==> src/rtl/smc_pkg.sv <==
package smc_pkg;
  typedef enum logic [1:0] {
    WM_OFF    = 2'd0,
    WM_RSVD   = 2'd1,
    WM_FREEZE = 2'd2,
    WM_READY  = 2'd3
  } wait_mode_e;
endpackage

==> src/rtl/smc_strobe_win.sv <==
module smc_strobe_win #(
  parameter int CNT_W = 8
) (
  input  logic [CNT_W-1:0] cnt_i,
  input  logic [CNT_W-1:0] setup_i,
  input  logic [CNT_W-1:0] pulse_i,
  input  logic [CNT_W-1:0] len_i,
  output logic             past_o,
  output logic             act_o,
  output logic             last_o
);
  logic [CNT_W:0] sum, lim, stop;

  always_comb begin
    sum    = {1'b0, setup_i} + {1'b0, pulse_i};
    lim    = (len_i == '0) ? (CNT_W+1)'(1) : {1'b0, len_i};
    stop   = (sum > lim) ? lim : sum;  // clip to cycle end
    past_o = cnt_i >= setup_i;
    act_o  = past_o && ({1'b0, cnt_i} < stop);
    last_o = act_o && ({1'b0, cnt_i} == stop - 1'b1);
  end
endmodule

==> src/rtl/smc_cycle_seq.sv <==
module smc_cycle_seq #(
  parameter int CNT_W = 8
) (
  input  logic             clk_i,
  input  logic             rst_ni,
  input  logic             start_i,
  input  logic             stall_i,
  input  logic [CNT_W-1:0] len_i,
  output logic             run_o,
  output logic [CNT_W-1:0] cnt_o,
  output logic             done_o
);
  logic [CNT_W-1:0] last_cnt;

  assign last_cnt = (len_i == '0) ? '0 : len_i - 1'b1;
  assign done_o   = run_o && !stall_i && (cnt_o == last_cnt);

  always_ff @(posedge clk_i or negedge rst_ni) begin
    if (!rst_ni) begin
      run_o <= 1'b0;
      cnt_o <= '0;
    end else if (start_i) begin
      run_o <= 1'b1;
      cnt_o <= '0;
    end else if (run_o && !stall_i) begin
      if (cnt_o == last_cnt) run_o <= 1'b0;
      else                   cnt_o <= cnt_o + 1'b1;
    end
  end
endmodule

==> src/rtl/smc_float_tmr.sv <==
module smc_float_tmr #(
  parameter int FLT_W = 4
) (
  input  logic             clk_i,
  input  logic             rst_ni,
  input  logic             load_i,
  input  logic [FLT_W-1:0] len_i,
  output logic             busy_o
);
  localparam int FW = FLT_W + 1;
  logic [FW-1:0] fcnt;

  assign busy_o = fcnt != '0;

  always_ff @(posedge clk_i or negedge rst_ni) begin
    if (!rst_ni)      fcnt <= '0;
    else if (load_i)  fcnt <= {1'b0, len_i} + 1'b1;
    else if (busy_o)  fcnt <= fcnt - 1'b1;
  end
endmodule

==> src/rtl/smc_strobe_ctrl.sv <==
module smc_strobe_ctrl
  import smc_pkg::*;
#(
  parameter int ADDR_W = 16,
  parameter int LANES  = 2,
  parameter int CNT_W  = 8,
  parameter int FLT_W  = 4,
  localparam int DATA_W = 8 * LANES
) (
  input  logic              clk_i,
  input  logic              rst_ni,
  input  logic              req_i,
  input  logic              req_we_i,
  input  logic [ADDR_W-1:0] req_addr_i,
  input  logic [DATA_W-1:0] req_wdata_i,
  input  logic [LANES-1:0]  req_be_i,
  output logic              ack_o,
  output logic [DATA_W-1:0] rdata_o,
  input  logic [CNT_W-1:0]  cs_rd_setup_i,
  input  logic [CNT_W-1:0]  rd_setup_i,
  input  logic [CNT_W-1:0]  cs_wr_setup_i,
  input  logic [CNT_W-1:0]  wr_setup_i,
  input  logic [CNT_W-1:0]  cs_rd_pulse_i,
  input  logic [CNT_W-1:0]  rd_pulse_i,
  input  logic [CNT_W-1:0]  cs_wr_pulse_i,
  input  logic [CNT_W-1:0]  wr_pulse_i,
  input  logic [CNT_W-1:0]  rd_cycle_i,
  input  logic [CNT_W-1:0]  wr_cycle_i,
  input  logic              rd_on_strobe_i,
  input  logic              wr_on_strobe_i,
  input  logic [1:0]        wait_mode_i,
  input  logic              lane_strobe_i,
  input  logic [FLT_W-1:0]  float_cnt_i,
  input  logic              float_skip_i,
  output logic [ADDR_W-1:0] mem_addr_o,
  output logic              mem_cs_no,
  output logic              mem_rd_no,
  output logic [LANES-1:0]  mem_we_no,
  output logic [LANES-1:0]  mem_be_no,
  output logic [DATA_W-1:0] mem_dq_o,
  output logic              mem_dq_oe_o,
  input  logic [DATA_W-1:0] mem_dq_i,
  input  logic              mem_wait_i
);
  localparam int N_WIN = 2;  // 0: chip select, 1: data strobe

  wait_mode_e        wmode;
  logic              run, start, stall, done, capture, flt_busy, wstrobe;
  logic              ack_q, we_q;
  logic [CNT_W-1:0]  cnt, cyc_len;
  logic [ADDR_W-1:0] addr_q;
  logic [DATA_W-1:0] wdata_q, rdata_q;
  logic [LANES-1:0]  be_q;
  logic [CNT_W-1:0]  win_set [N_WIN];
  logic [CNT_W-1:0]  win_pul [N_WIN];
  logic [N_WIN-1:0]  win_past, win_act, win_last;

  assign wmode      = wait_mode_e'(wait_mode_i);
  assign cyc_len    = we_q ? wr_cycle_i    : rd_cycle_i;
  assign win_set[0] = we_q ? cs_wr_setup_i : cs_rd_setup_i;
  assign win_pul[0] = we_q ? cs_wr_pulse_i : cs_rd_pulse_i;
  assign win_set[1] = we_q ? wr_setup_i    : rd_setup_i;
  assign win_pul[1] = we_q ? wr_pulse_i    : rd_pulse_i;

  for (genvar g = 0; g < N_WIN; g++) begin : g_win
    smc_strobe_win #(.CNT_W(CNT_W)) u_win (
      .cnt_i   (cnt),
      .setup_i (win_set[g]),
      .pulse_i (win_pul[g]),
      .len_i   (cyc_len),
      .past_o  (win_past[g]),
      .act_o   (win_act[g]),
      .last_o  (win_last[g])
    );
  end

  assign start = req_i && !run && !ack_q && (!flt_busy || (float_skip_i && !req_we_i));

  always_comb begin
    unique case (wmode)
      WM_FREEZE: stall = run && mem_wait_i;
      WM_READY:  stall = run && mem_wait_i && win_last[1];
      default:   stall = 1'b0;
    endcase
  end

  assign capture = run && !we_q && !stall && (rd_on_strobe_i ? win_last[1] : win_last[0]);

  smc_cycle_seq #(.CNT_W(CNT_W)) u_seq (
    .clk_i   (clk_i),
    .rst_ni  (rst_ni),
    .start_i (start),
    .stall_i (stall),
    .len_i   (cyc_len),
    .run_o   (run),
    .cnt_o   (cnt),
    .done_o  (done)
  );

  smc_float_tmr #(.FLT_W(FLT_W)) u_flt (
    .clk_i  (clk_i),
    .rst_ni (rst_ni),
    .load_i (done && !we_q),
    .len_i  (float_cnt_i),
    .busy_o (flt_busy)
  );

  always_ff @(posedge clk_i or negedge rst_ni) begin
    if (!rst_ni) begin
      we_q    <= 1'b0;
      addr_q  <= '0;
      wdata_q <= '0;
      be_q    <= '0;
      ack_q   <= 1'b0;
      rdata_q <= '0;
    end else begin
      ack_q <= done;
      if (start) begin
        we_q    <= req_we_i;
        addr_q  <= req_addr_i;
        wdata_q <= req_wdata_i;
        be_q    <= req_be_i;
      end
      if (capture) rdata_q <= mem_dq_i;
    end
  end

  assign wstrobe = run && we_q && win_act[1];

  for (genvar l = 0; l < LANES; l++) begin : g_lane
    assign mem_we_no[l] = !(wstrobe && (!lane_strobe_i || be_q[l]));
    assign mem_be_no[l] = !(run && !lane_strobe_i && be_q[l]);
  end

  assign mem_cs_no   = !(run && win_act[0]);
  assign mem_rd_no   = !(run && !we_q && win_act[1]);
  assign mem_dq_oe_o = run && we_q && (wr_on_strobe_i ? win_past[1] : win_past[0]);
  assign mem_dq_o    = wdata_q;
  assign mem_addr_o  = addr_q;
  assign ack_o       = ack_q;
  assign rdata_o     = rdata_q;
endmodule

==> config.mk <==
export PLATFORM = sky130hd
export DESIGN_NAME = smc_strobe_ctrl
export DESIGN_NICKNAME = d
export VERILOG_FILES = /design/src/rtl/smc_pkg.sv /design/src/rtl/smc_strobe_win.sv /design/src/rtl/smc_cycle_seq.sv /design/src/rtl/smc_float_tmr.sv /design/src/rtl/smc_strobe_ctrl.sv
export SDC_FILE = /design/constraint.sdc
export NUM_CORES = 1
export LEC_CHECK = 0
export BUFFER_PORTS_ARGS = -buffer_cell sky130_fd_sc_hd__buf_2
export CAP_MARGIN = 20
export CORE_MARGIN = 2
export CORE_UTILIZATION = 50
export CTS_BUF_LIST = sky130_fd_sc_hd__clkbuf_8
export CTS_CLUSTER_DIAMETER = 100
export DETAILED_ROUTE_END_ITERATION = 10
export PLACE_DENSITY = 0.78
export SLEW_MARGIN = 40
export SYNTH_ARGS = -nofsm -noshare
export SYNTH_HDL_FRONTEND = slang
export SYNTH_SLANG_ARGS = --single-unit
==> constraint.sdc <==
create_clock -name clk_i -period 21.3 [get_ports clk_i]
set_input_delay 4.26 -clock clk_i [delete_from_list [all_inputs] [get_ports clk_i]]
set_output_delay 4.26 -clock clk_i [all_outputs]
set_load 0.01 [all_outputs]
==> reports/summary.log <==
INFO  synthesis      yosysTopAreaCellShare=25.1%
INFO  clocking       worst_setup_hold_path_clk_slew=0.07ns
INFO  clocking       ctsRootBufferMaster=sky130_fd_sc_hd__clkbuf_8
INFO  global_routing groute.usage.overall=26.3%
INFO  synthesis      seq_area_frac_synth=25.1%
INFO  synthesis      mappedNetlistNets=984
INFO  clocking       cts_max_path_buffers=2
INFO  global_routing grt_pass1_wl=30,300um
INFO  floorplan      die-width=119um
INFO  synthesis      synthAdderAreaFrac=14.1%
INFO  global_routing globalRoute.totalOverflow=0
INFO  synthesis      yosysWarnings=0
INFO  synthesis      synth.most_common_cell=sky130_fd_sc_hd__nand2_1
INFO  synthesis      synth_area_per_cell=8.61um^2
INFO  sta            layout_worst_path_cycle_share=65.1%
INFO  setup_path     worstPathRequired=17.04ns
INFO  clocking       clock_h_tree_levels=3
INFO  sta            max_freq=0.0721GHz
INFO  floorplan      die_area=14,100um^2
INFO  place          place_congestion=0.996
INFO  power_and_ir_drop power_frac_seq=19.7%
INFO  global_routing grt_pass1_vias=6,314
INFO  floorplan      floorplan_core_area=12,700um^2
INFO  route          detail_route.drc_violations=0
INFO  synthesis      synth_top_family_by_area=simple AND/OR/NAND/NOR gates
INFO  synthesis      post_synth_most_frequent_cells=sky130_fd_sc_hd__nand2_1 (139), sky130_fd_sc_hd__ha_1 (71), sky130_fd_sc_hd__dfrtp_1 (66)
INFO  synthesis      synth_largest_area_cell=sky130_fd_sc_hd__dfrtp_1
INFO  synthesis      post_synth_inst_count=766
INFO  floorplan      floorplan.initialDensity=51.8%
INFO  place          dpl-instance-area=7740um^2
INFO  sta            timing.max_slew.rel_slack=47.5%
INFO  setup_path     crit-reg2reg-launch=we_q
INFO  route          drt-initial-drc-count=375
INFO  route          number_of_nets_still_failing_antenna_checks_after_routing=0
INFO  place          dpl.hpwl=14,300um
INFO  synthesis      synth_area_leaders=sky130_fd_sc_hd__dfrtp_1 (25%), sky130_fd_sc_hd__ha_1 (13%), sky130_fd_sc_hd__nand2_1 (7.9%)
INFO  hold_path      holdCritPathClass=flop to flop
INFO  power_and_ir_drop clkPwrFrac=8.3%
INFO  sta            timing.final.max_slew_violations=0
INFO  setup_path     criticalPathCategory=input pin to primary output
INFO  sta            period_needed=13.87ns
INFO  floorplan      floorplan.io_pins=201
INFO  sta            worst_clock_skew=0.0105ns
INFO  setup_path     arrival=9.61ns
INFO  synthesis      synth_mux_area_share=13.6%
INFO  place          port_buffers=200
INFO  layout         flow.area_growth_from_synthesis=20.3%
INFO  synthesis      xor_xnor_share_of_the_synthesized_area=4.65%
INFO  sta            grt_setup_unrepaired=no
INFO  layout         fraction_of_final_layout_cells_sized_beyond_drive_strength_1=29.8%
INFO  layout         antenna-diode-count=0
INFO  layout         fin_nets=1,176
INFO  sta            timing.final.hold_violations=0
INFO  sta            worst_hold_slack=0.472ns
INFO  clocking       clkSinkCount=66
INFO  synthesis      synth_area=6590um^2
INFO  route          wl_per_cell=16.3um
INFO  global_routing grt_antenna_before_repair=0
INFO  synthesis      postSynth.topFlopCell=sky130_fd_sc_hd__dfrtp_1
INFO  place          dpl.cell_count=1,119
INFO  power_and_ir_drop switching_share=49.6%
INFO  flow_run       max_cap_violations=0
INFO  synthesis      synth.ff_latch_count=66
INFO  route          postRouteWirelength=18,500um
INFO  setup_path     cp-startpoint=wr_setup_i[0]
INFO  layout         final_area=7930um^2
INFO  power_and_ir_drop internal_power=0.000610W
INFO  route          vias=6,380
INFO  floorplan      die-height=119um
INFO  route          drt-vias-per-instance=5.62
INFO  synthesis      synth-simple-area-share=21.7%
INFO  setup_path     worst-path-max-fanout=9
INFO  status         status=completed
INFO  synthesis      synth_compound_area_share=16.6%
INFO  clocking       tritoncts=yes
INFO  synthesis      synth.distinct_cells=79
INFO  synthesis      synth-edff-count=0
INFO  sta            worst_pin_slew=0.766ns
INFO  setup_path     worst_r2r_path_depth=24
INFO  setup_path     rr_endpoint=rdata_o[4]
INFO  power_and_ir_drop power.switching=0.000601W
INFO  power_and_ir_drop ir_drop=68.1uV
INFO  power_and_ir_drop combinational_group_share_of_total_power=72.0%
INFO  power_and_ir_drop power_leakage=4.11nW
INFO  setup_path     worstSetupEndpoint=mem_we_no[0]
INFO  clocking       clk-insertion-delay-late=0.34ns
INFO  clocking       postCtsResizedCells=0
INFO  global_routing grt_max_degree=67
INFO  sta            finalSetupTns=0ns
INFO  layout         layout.cells.non_filler=1,135
INFO  power_and_ir_drop power_per_cell_area=153nW/um^2
INFO  setup_path     reg2reg_slack=13.28ns
INFO  setup_path     worst_setup_path_start_kind=input pin
INFO  route          drt_pre_antenna_iters=4
INFO  clocking       hold_buffers=0
INFO  clocking       numCtsBuffers=9
INFO  floorplan      placementRows=41
INFO  clocking       cts_setup_buffers=0
INFO  power_and_ir_drop post-layout-total-power=0.00121W
INFO  setup_path     kind_of_capture_point_of_the_worst_setup_path=primary output
INFO  synthesis      ys_async_sr_fraction=100%
INFO  sta            setup_viol_count_final=0
==> flip-flops by register name, indices dropped and copies added, names as in the netlist <==
name / count
ack_o: 1
be_q: 2
mem_addr_o: 16
mem_dq_o: 16
rdata_o: 16
u_flt.fcnt: 5
u_seq.cnt_o: 8
u_seq.run_o: 1
we_q: 1
==> power groups by stage <==
stage | clock [W] | sequential, W | combinational, W
floorplan | 0 | 0.000227 | 0.000655
global route | 0.000109 | 0.000246 | 0.000975
global placement | 0 | 0.000238 | 0.000841
finish | 0.000100 | 0.000239 | 0.000872
detailed placement | 0 | 0.000237 | 0.000860
CTS | 0.000103 | 0.000237 | 0.000862
==> routing by layer <==
metal,track usage (%),part of all wire (%),up-vias,wire [um]
met5,0,0,-,0
met4,9.52,2.0,0,376
met3,4.17,6.9,31,1270
met2,44.2,48,239,8930
met1,34.1,43,2944,7910
li1,-,-,3166,-
==> area by class of cell <==
cell class	instances	area (um^2)
fill	1168	4790
multi-input combinational	632	4680
sequential	66	1650
timing repair buffer	203	1030
tap	172	215
inverter	46	174
clock buffer	9	124
clock inverter	7	61.3
==> logic make-up after synthesis <==
kind of cell / count (synthesis)
xor+xnor: 31
mux: 81
buf+inv: 68
compound gates: 150
fa+ha+maj: 73
simple gates: 297
flops: 66
==> layout by cell type (no fill, tap or decap), types with 11 or more instances in the layout <==
| cell | Yosys | layout |
|---|---|---|
| sky130_fd_sc_hd__nor2_1 | 51 | 51 |
| sky130_fd_sc_hd__a21oi_1 | 24 | 24 |
| sky130_fd_sc_hd__dfrtp_1 | 66 | 65 |
| sky130_fd_sc_hd__nor3_1 | 18 | 18 |
| sky130_fd_sc_hd__nand3_1 | 15 | 14 |
| sky130_fd_sc_hd__ha_1 | 71 | 71 |
| sky130_fd_sc_hd__o21ai_0 | 24 | 24 |
| sky130_fd_sc_hd__a211oi_1 | 14 | 14 |
| sky130_fd_sc_hd__mux2_2 | 30 | 30 |
| sky130_fd_sc_hd__xnor2_1 | 18 | 18 |
| sky130_fd_sc_hd__o211ai_1 | 14 | 14 |
| sky130_fd_sc_hd__mux2i_1 | 40 | 39 |
| sky130_fd_sc_hd__inv_1 | 45 | 46 |
| sky130_fd_sc_hd__buf_2 | 2 | 200 |
| sky130_fd_sc_hd__nand2b_1 | 11 | 11 |
| sky130_fd_sc_hd__nand2_1 | 139 | 139 |
==> critical path, cell delays in order <==
cell	delay, ns
sky130_fd_sc_hd__buf_2	0.09
sky130_fd_sc_hd__mux2_2	0.27
sky130_fd_sc_hd__ha_1	0.25
sky130_fd_sc_hd__fa_1	0.41
sky130_fd_sc_hd__a211oi_1	0.53
sky130_fd_sc_hd__or4b_1	0.20
sky130_fd_sc_hd__o2111ai_1	0.18
sky130_fd_sc_hd__ha_1	0.36
sky130_fd_sc_hd__and3_1	0.17
sky130_fd_sc_hd__or3b_2	0.48
sky130_fd_sc_hd__o211ai_2	0.15
sky130_fd_sc_hd__nand2_2	0.19
sky130_fd_sc_hd__a32oi_1	0.38
sky130_fd_sc_hd__ha_1	0.32
sky130_fd_sc_hd__a211o_1	0.28
sky130_fd_sc_hd__o221a_2	0.25
sky130_fd_sc_hd__o31a_1	0.11
sky130_fd_sc_hd__nor4_1	0.42
sky130_fd_sc_hd__o21ai_0	0.16
sky130_fd_sc_hd__buf_2	0.17
==> per-stage QoR <==
step | setup slack (ns) | util [%]
floorplan | 8.28 | -
global placement | 7.60 | 60.7
detailed placement | 7.49 | 60.8
CTS | 7.49 | 62.3
global route | 6.88 | 62.3
finish | 7.43 | 62.3
==> how the worst min path moves through the flow <==
stage / startpoint / endpoint / slack (ns) / cells after the start
6_report: mem_dq_o[3] / mem_dq_o[3] / 0.47 / 2
5_1_grt: mem_dq_o[7] / mem_dq_o[7] / 0.50 / 2
4_1_cts: mem_dq_o[1] / mem_dq_o[1] / 0.47 / 2
3_5_place_dp: mem_dq_o[13] / mem_dq_o[13] / 0.46 / 2
3_3_place_gp: mem_dq_o[3] / mem_dq_o[3] / 0.46 / 2
2_1_floorplan: be_q[0] / be_q[0] / 0.46 / 2
No activity file was read; power rests on OpenSTA's default activity.
